## src/rtl/strike_wdt_pkg.sv

```systemverilog
package strike_wdt_pkg;
  localparam int OFS_TMR     = 0;
  localparam int OFS_ACK     = 4;
  localparam int OFS_WD      = 8;
  localparam int TMR_RUN_BIT = 31;
  localparam int TMR_RLD_BIT = 30;
  localparam int ACK_BIT     = 30;
  localparam int WD_ON_BIT   = 5;
  localparam int WD_SRC_BIT  = 4;
  localparam int WD_ACT_BIT  = 2;

  typedef enum logic [1:0] {SEL_TMR, SEL_ACK, SEL_WD, SEL_NONE} reg_sel_e;
endpackage

```

## src/rtl/wdt_regdec.sv

```systemverilog
module wdt_regdec
  import strike_wdt_pkg::*;
#(
  parameter int ADDR_W = 4,
  parameter int DATA_W = 32
) (
  input  logic              clk,
  input  logic              rst,
  input  logic              wr_i,
  input  logic [ADDR_W-1:0] addr_i,
  input  logic [DATA_W-1:0] tmr_word_i,
  input  logic [DATA_W-1:0] ack_word_i,
  input  logic [DATA_W-1:0] wd_word_i,
  output logic              wr_tmr_o,
  output logic              wr_ack_o,
  output logic              wr_wd_o,
  output logic [DATA_W-1:0] rdata_o
);
  reg_sel_e sel;

  always_comb begin
    if (addr_i == ADDR_W'(OFS_TMR))      sel = SEL_TMR;
    else if (addr_i == ADDR_W'(OFS_ACK)) sel = SEL_ACK;
    else if (addr_i == ADDR_W'(OFS_WD))  sel = SEL_WD;
    else                                 sel = SEL_NONE;
  end

  assign wr_tmr_o = wr_i && (sel == SEL_TMR);
  assign wr_ack_o = wr_i && (sel == SEL_ACK);
  assign wr_wd_o  = wr_i && (sel == SEL_WD);

  always_ff @(posedge clk) begin
    if (rst) rdata_o <= '0;
    else begin
      case (sel)
        SEL_TMR: rdata_o <= tmr_word_i;
        SEL_ACK: rdata_o <= ack_word_i;
        SEL_WD:  rdata_o <= wd_word_i;
        default: rdata_o <= '0;
      endcase
    end
  end


  sel_onehot_chk: assert property (@(posedge clk) disable iff (rst)
    $onehot0({wr_tmr_o, wr_ack_o, wr_wd_o}));
endmodule

```

## src/rtl/wdt_timer.sv

```systemverilog
module wdt_timer #(
  parameter int PERIOD_W = 29
) (
  input  logic                clk,
  input  logic                rst,
  input  logic                tick_i,
  input  logic                wr_i,
  input  logic                run_d,
  input  logic                rld_d,
  input  logic [PERIOD_W-1:0] period_d,
  output logic                run_o,
  output logic                rld_o,
  output logic [PERIOD_W-1:0] period_o,
  output logic                expire_o
);
  localparam logic [PERIOD_W-1:0] ONE = PERIOD_W'(1);

  logic                run_q, rld_q;
  logic [PERIOD_W-1:0] period_q, cnt_q;

  assign expire_o = run_q && tick_i && !wr_i && (cnt_q <= ONE);
  assign run_o    = run_q;
  assign rld_o    = rld_q;
  assign period_o = period_q;

  always_ff @(posedge clk) begin
    if (rst) begin
      run_q    <= 1'b0;
      rld_q    <= 1'b0;
      period_q <= '0;
      cnt_q    <= '0;
    end else if (wr_i) begin
      run_q    <= run_d;
      rld_q    <= rld_d;
      period_q <= period_d;
      cnt_q    <= period_d;
    end else if (run_q && tick_i) begin
      if (cnt_q <= ONE) begin
        cnt_q <= period_q;
        if (!rld_q) run_q <= 1'b0;
      end else begin
        cnt_q <= cnt_q - ONE;
      end
    end
  end


  oneshot_off_chk: assert property (@(posedge clk) disable iff (rst)
    (expire_o && !rld_q) |=> !run_q);

  reload_chk: assert property (@(posedge clk) disable iff (rst)
    (expire_o && rld_q) |=> (cnt_q == $past(period_q)));

  stop_chk: assert property (@(posedge clk) disable iff (rst)
    (wr_i && !run_d) |=> !expire_o);
endmodule

```

## src/rtl/wdt_strike.sv

```systemverilog
module wdt_strike #(
  parameter bit RST_HOLD = 1'b0
) (
  input  logic clk,
  input  logic rst,
  input  logic wr_wd_i,
  input  logic on_d,
  input  logic src_d,
  input  logic act_d,
  input  logic ack_i,
  input  logic expire_i,
  output logic on_o,
  output logic src_o,
  output logic act_o,
  output logic pend_o,
  output logic rst_o
);
  logic on_q, src_q, act_q, pend_q, rst_q, strike;

  assign strike = on_q && !src_q && act_q && expire_i && pend_q && !ack_i;
  assign on_o   = on_q;
  assign src_o  = src_q;
  assign act_o  = act_q;
  assign pend_o = pend_q;
  assign rst_o  = rst_q;

  always_ff @(posedge clk) begin
    if (rst) begin
      on_q   <= 1'b0;
      src_q  <= 1'b0;
      act_q  <= 1'b0;
      pend_q <= 1'b0;
    end else begin
      if (wr_wd_i) begin
        on_q  <= on_d;
        src_q <= src_d;
        act_q <= act_d;
      end
      if (!on_q) pend_q <= 1'b0;
      else       pend_q <= (pend_q && !ack_i) || expire_i;
    end
  end

  generate
    if (RST_HOLD) begin : g_hold
      always_ff @(posedge clk) begin
        if (rst) rst_q <= 1'b0;
        else     rst_q <= rst_q || strike;
      end

      rst_hold_chk: assert property (@(posedge clk) disable iff (rst)
        rst_q |=> rst_q);
    end else begin : g_pulse
      always_ff @(posedge clk) begin
        if (rst) rst_q <= 1'b0;
        else     rst_q <= strike;
      end
    end
  endgenerate


  off_clears_chk: assert property (@(posedge clk) disable iff (rst)
    !on_q |=> !pend_q);

  strike_needs_pend_chk: assert property (@(posedge clk) disable iff (rst)
    $rose(rst_q) |-> $past(pend_q));
endmodule

```

## src/rtl/strike_wdt.sv

```systemverilog
module strike_wdt
  import strike_wdt_pkg::*;
#(
  parameter int ADDR_W   = 4,
  parameter int DATA_W   = 32,
  parameter int PERIOD_W = 29,
  parameter bit RST_HOLD = 1'b0
) (
  input  logic              clk,
  input  logic              rst,
  input  logic              tick_i,
  input  logic              reg_wr_i,
  input  logic [ADDR_W-1:0] reg_addr_i,
  input  logic [DATA_W-1:0] reg_wdata_i,
  output logic [DATA_W-1:0] reg_rdata_o,
  output logic              irq_o,
  output logic              sys_rst_o
);
  logic                wr_tmr, wr_ack, wr_wd;
  logic                run, rld, expire, on, src, act, pend;
  logic [PERIOD_W-1:0] period;
  logic [DATA_W-1:0]   tmr_word, ack_word, wd_word;

  always_comb begin
    tmr_word = '0;
    tmr_word[TMR_RUN_BIT] = run;
    tmr_word[TMR_RLD_BIT] = rld;
    tmr_word[PERIOD_W-1:0] = period;
    ack_word = '0;
    ack_word[ACK_BIT] = pend;
    wd_word = '0;
    wd_word[WD_ON_BIT]  = on;
    wd_word[WD_SRC_BIT] = src;
    wd_word[WD_ACT_BIT] = act;
  end

  wdt_regdec #(.ADDR_W(ADDR_W), .DATA_W(DATA_W)) u_dec (
    .clk(clk), .rst(rst), .wr_i(reg_wr_i), .addr_i(reg_addr_i),
    .tmr_word_i(tmr_word), .ack_word_i(ack_word), .wd_word_i(wd_word),
    .wr_tmr_o(wr_tmr), .wr_ack_o(wr_ack), .wr_wd_o(wr_wd),
    .rdata_o(reg_rdata_o)
  );

  wdt_timer #(.PERIOD_W(PERIOD_W)) u_tmr (
    .clk(clk), .rst(rst), .tick_i(tick_i), .wr_i(wr_tmr),
    .run_d(reg_wdata_i[TMR_RUN_BIT]), .rld_d(reg_wdata_i[TMR_RLD_BIT]),
    .period_d(reg_wdata_i[PERIOD_W-1:0]),
    .run_o(run), .rld_o(rld), .period_o(period), .expire_o(expire)
  );

  wdt_strike #(.RST_HOLD(RST_HOLD)) u_strike (
    .clk(clk), .rst(rst), .wr_wd_i(wr_wd),
    .on_d(reg_wdata_i[WD_ON_BIT]), .src_d(reg_wdata_i[WD_SRC_BIT]),
    .act_d(reg_wdata_i[WD_ACT_BIT]),
    .ack_i(wr_ack && reg_wdata_i[ACK_BIT]), .expire_i(expire),
    .on_o(on), .src_o(src), .act_o(act), .pend_o(pend), .rst_o(sys_rst_o)
  );

  assign irq_o = pend;


  irq_needs_on_chk: assert property (@(posedge clk) disable iff (rst)
    $rose(irq_o) |-> $past(on));
endmodule

```

## config.mk

```make
export PLATFORM = sky130hd
export DESIGN_NAME = strike_wdt
export DESIGN_NICKNAME = d
export VERILOG_FILES = /design/src/rtl/strike_wdt_pkg.sv /design/src/rtl/wdt_regdec.sv /design/src/rtl/wdt_timer.sv /design/src/rtl/wdt_strike.sv /design/src/rtl/strike_wdt.sv
export SDC_FILE = /design/constraint.sdc
export NUM_CORES = 1
export LEC_CHECK = 0
export ABC_CLOCK_PERIOD_IN_PS = 2900
export CORE_MARGIN = 2
export CORE_UTILIZATION = 53
export CTS_CLUSTER_DIAMETER = 50
export DETAILED_ROUTE_END_ITERATION = 8
export GPL_TIMING_DRIVEN = 0
export PLACE_DENSITY = 0.8
export SYNTH_ARGS = -nofsm -noshare
export SYNTH_HDL_FRONTEND = slang
export SYNTH_SLANG_ARGS = --single-unit
```

## constraint.sdc

```tcl
create_clock -name clk -period 2.9 [get_ports clk]
set_input_delay 0.725 -clock clk [delete_from_list [all_inputs] [get_ports clk]]
set_output_delay 0.725 -clock clk [all_outputs]
set_load 0.005 [all_outputs]
```

==> results.cfg <==
[yosys]
synth_top_flop_cell = dfxtp_1
netlist_area_um2 = 4360
ys_warn_count = 0
synth_cells = 512
avgSynthCellArea_um2 = 8.51
ys_ff_latch = 96
synth_nets = 554
seq_area_frac_synth_pct = 44.1
synthArstFlopShare_pct = 0
ys_types = 65
synth_edf_count = 0

[global_route]
antenna_found_initial = 0
grt_pass1_wl_mm = 20.2
grt_pass1_vias = 3865
grtUsageTotal_pct = 29.5
grt_max_degree = 17
grt_overflow = 0

[pwr]
ir_drop_v = 0.000287
p_leak_nw = 1.90
cellPowerDensity_nw_per_um2 = 498

[clock_network]
cts_buffers = 9
cts_tree = built
cts_max_path_buffers = 2
postCtsSetupBuffers = 0
htree_levels = 3
cts.sinks = 96
root_buffer = clkbuf_8
clk_latency_ns = 0.37
cts.clk_slew.worst_paths_ns = 0.09

[critical_path]
crit_start = reg_addr_i[1]
crit_path_start_kind = input pin
crit_path_end = u_tmr.cnt_q[10]
r2r-end = u_tmr.cnt_q[18]
cp_slowest_stage_delay_ns = 0.80
worstPathArrival_ns = 3.11
crit_buf_inv = 3
cp_top_family = buffers and inverters
critPathKind = input pin to register
cp_data_required_time_ns = 3.17
r2r-start = u_tmr.cnt_q[17]
endpoint_kind = register
cp_cell_sequence = clkdlybuf4s50_1 -> or4b_2 -> nor2_4 -> buf_2 -> buf_2 -> a22oi_1 -> o32ai_1
crit_path_top_delay_cell = or4b_2
cp_max_fo = 10
ff2ff_path_depth = 7
reg2reg_slack_ns = 0.15
cpMostUsedCell = buf_2
cp.depth = 7

[status]
status = finished clean

[die]
die_y_um = 94.7
die_w_um = 94.7
ios = 74
start_util_pct = 53.9
die-area_um2 = 8970
num_rows = 33
fp.coreArea_um2 = 8090

[drt]
route.detailed.drc = 0
wl_met3_mm = 1.05
wire_per_inst_um = 18.4
detailroute.via_count = 4328
drt_iter0_drc = 441
wl_met1_mm = 5.58
wirelength_mm = 13.0
wl_met2_mm = 5.93
dr.pass1.iters = 5
viasPerCell = 6.16
ant_nets = 0
highest_layer = met4

[sta]
fin_crit_sh_pct = 98.0
rsz0062_at_grt = false
worst_slew_pin_slew_ns = 0.686
setup_viol = 0
setup_slack_ns = 0.0568
skew_ns = 0.0109
fmax_mhz = 352
drv_slew = 0
fin_tns_setup_ns = 0
slew_headroom_pct = 54.2
hold_violations = 0
fin_crit_ns = 2.84

[min_path]
hp-class = register to register

[final_layout]
area_growth_pct = 24.4
antenna_cells = 0
drive_above_1_share_pct = 9.03
final_core_util_pct = 67.0
layout.nets = 635

[placement]
pre_cts_slack_ns = -0.886
portBuffers = 70
place_congestion = 0.964
dp_hpwl_mm = 9.16

[run]
maxCapViolCount = 0
cells in the final DEF, fill, tap and decap left out, drive strengths merged, types with 3 or more instances in the layout:
cell	Yosys	final
a21oi	40	40
a41oi	3	3
nand2	92	92
o21ai	10	10
and2	28	28
o31a	4	4
or3	5	5
clkbuf	24	35
o41ai	4	4
inv	5	7
o221ai	7	7
nand3	13	13
o21a	5	5
or4	8	8
a31oi	5	5
xnor2	12	12
o32ai	8	8
buf	11	11
xor2	4	4
dfxtp	96	96
clkdlybuf4s50	0	70
clkinv	1	4
mux2i	7	7
nor3	11	11
a22oi	7	7
nand4b	3	3
nand4	3	3
a22o	3	3
a21o	6	6
or2	3	3
nor4	22	22
nor2	35	35
cells in the mapped netlist, types with 3 or more instances:
| cell | number | share of area, % |
|---|---|---|
| nand4b_1 | 3 | 0.60 |
| clkbuf_1 | 24 | 2.1 |
| inv_1 | 5 | 0.43 |
| nor2_1 | 35 | 3.0 |
| or4_1 | 5 | 0.86 |
| xnor2_1 | 12 | 2.4 |
| or3_1 | 4 | 0.57 |
| buf_1 | 3 | 0.26 |
| a22oi_1 | 7 | 1.2 |
| a41oi_1 | 3 | 0.60 |
| nand3_1 | 12 | 1.4 |
| nor4_1 | 16 | 2.3 |
| o21a_1 | 5 | 0.86 |
| a21o_1 | 6 | 1.0 |
| nand4_1 | 3 | 0.43 |
| or4_4 | 3 | 0.77 |
| and2_1 | 27 | 3.9 |
| o41ai_1 | 4 | 0.80 |
| o21ai_0 | 10 | 1.1 |
| a31oi_1 | 5 | 0.72 |
| nor3_1 | 10 | 1.1 |
| nor4_2 | 4 | 1.1 |
| o221ai_1 | 6 | 1.2 |
| o32ai_1 | 8 | 1.6 |
| mux2i_1 | 7 | 1.6 |
| xor2_1 | 4 | 0.80 |
| dfxtp_1 | 96 | 44 |
| buf_2 | 4 | 0.46 |
| a22o_1 | 3 | 0.60 |
| a21oi_1 | 40 | 4.6 |
| nand2_1 | 91 | 7.8 |
metrics by stage:
step	hold WS [ns]	cell area (um^2)	total power, mW	cells
6_report	0.471	5420	2.70	703
5_1_grt	0.485	5420	2.79	703
4_1_cts	0.463	5390	2.69	703
3_5_place_dp	0.449	5190	1.88	687
3_3_place_gp	0.443	5190	1.87	687
2_1_floorplan	0.436	4360	1.71	512
logic make-up after synthesis:
| kind of cell | synth area share, % |
|---|---|
| simple gates | 28.1 |
| compound gates | 18.2 |
| mux | 1.61 |
| xor+xnor | 3.21 |
| flops | 44.1 |
| buf+inv | 4.16 |
| fa+ha+maj | 0.574 |
| other cells | 0.0860 |
cell type report:
class | instances | area, um^2
Sequential cell | 96 | 1920
Clock buffer | 11 | 141
Tap cell | 105 | 131
Buffer | 35 | 166
Clock inverter | 5 | 40.0
Timing Repair Buffer | 70 | 701
Fill cell | 707 | 2670
Multi-Input combinational cell | 375 | 2300
Inverter | 6 | 22.5
power breakdown:
group | internal (mW) | switching, mW
logic | 0.206 | 0.314
clock network | 0.344 | 0.488
registers | 1.33 | 0.0180
state kept, by name, indices dropped and copies added (netlist names):
name	cells
u_strike.on_o	1
u_tmr.period_o	29
u_tmr.rld_o	1
u_tmr.run_o	1
u_strike.pend_o	1
u_strike.act_o	1
u_strike.src_o	1
u_strike.rst_o	1
u_tmr.cnt_q	29
u_dec.rdata_o	31
worst min-delay path by stage:
stage	depth (start not counted)	from	endpoint	slack, ns
2_1_floorplan	2	u_tmr.period_o[9]	u_tmr.period_o[9]	0.44
3_3_place_gp	2	u_tmr.period_o[9]	u_tmr.period_o[9]	0.44
3_5_place_dp	2	u_tmr.period_o[9]	u_tmr.period_o[9]	0.45
4_1_cts	2	u_tmr.period_o[9]	u_tmr.period_o[9]	0.46
5_1_grt	2	u_tmr.period_o[9]	u_tmr.period_o[9]	0.48
6_report	2	u_tmr.period_o[9]	u_tmr.period_o[9]	0.47
routing by layer:
metal | vias to the layer above | GRT usage (%)
met5 | - | 0
met4 | 0 | 12.6
met1 | 2052 | 40.4
li1 | 1998 | -
met2 | 238 | 46.6
met3 | 40 | 4.15
worst min-delay path, delay by kind of cell (launching register included):
| family | cells | cell delay (ns) |
|---|---|---|
| simple gates | 1 | 0.05 |
| compound gates | 1 | 0.05 |
| flops | 1 | 0.33 |
repair_timing:
item                                    in CTS  in global routing
endpoints found under the setup margin      58                 39
resized for setup                            7                  7
hold buffers                                 0                  0
(Power assumes the default switching activity.)
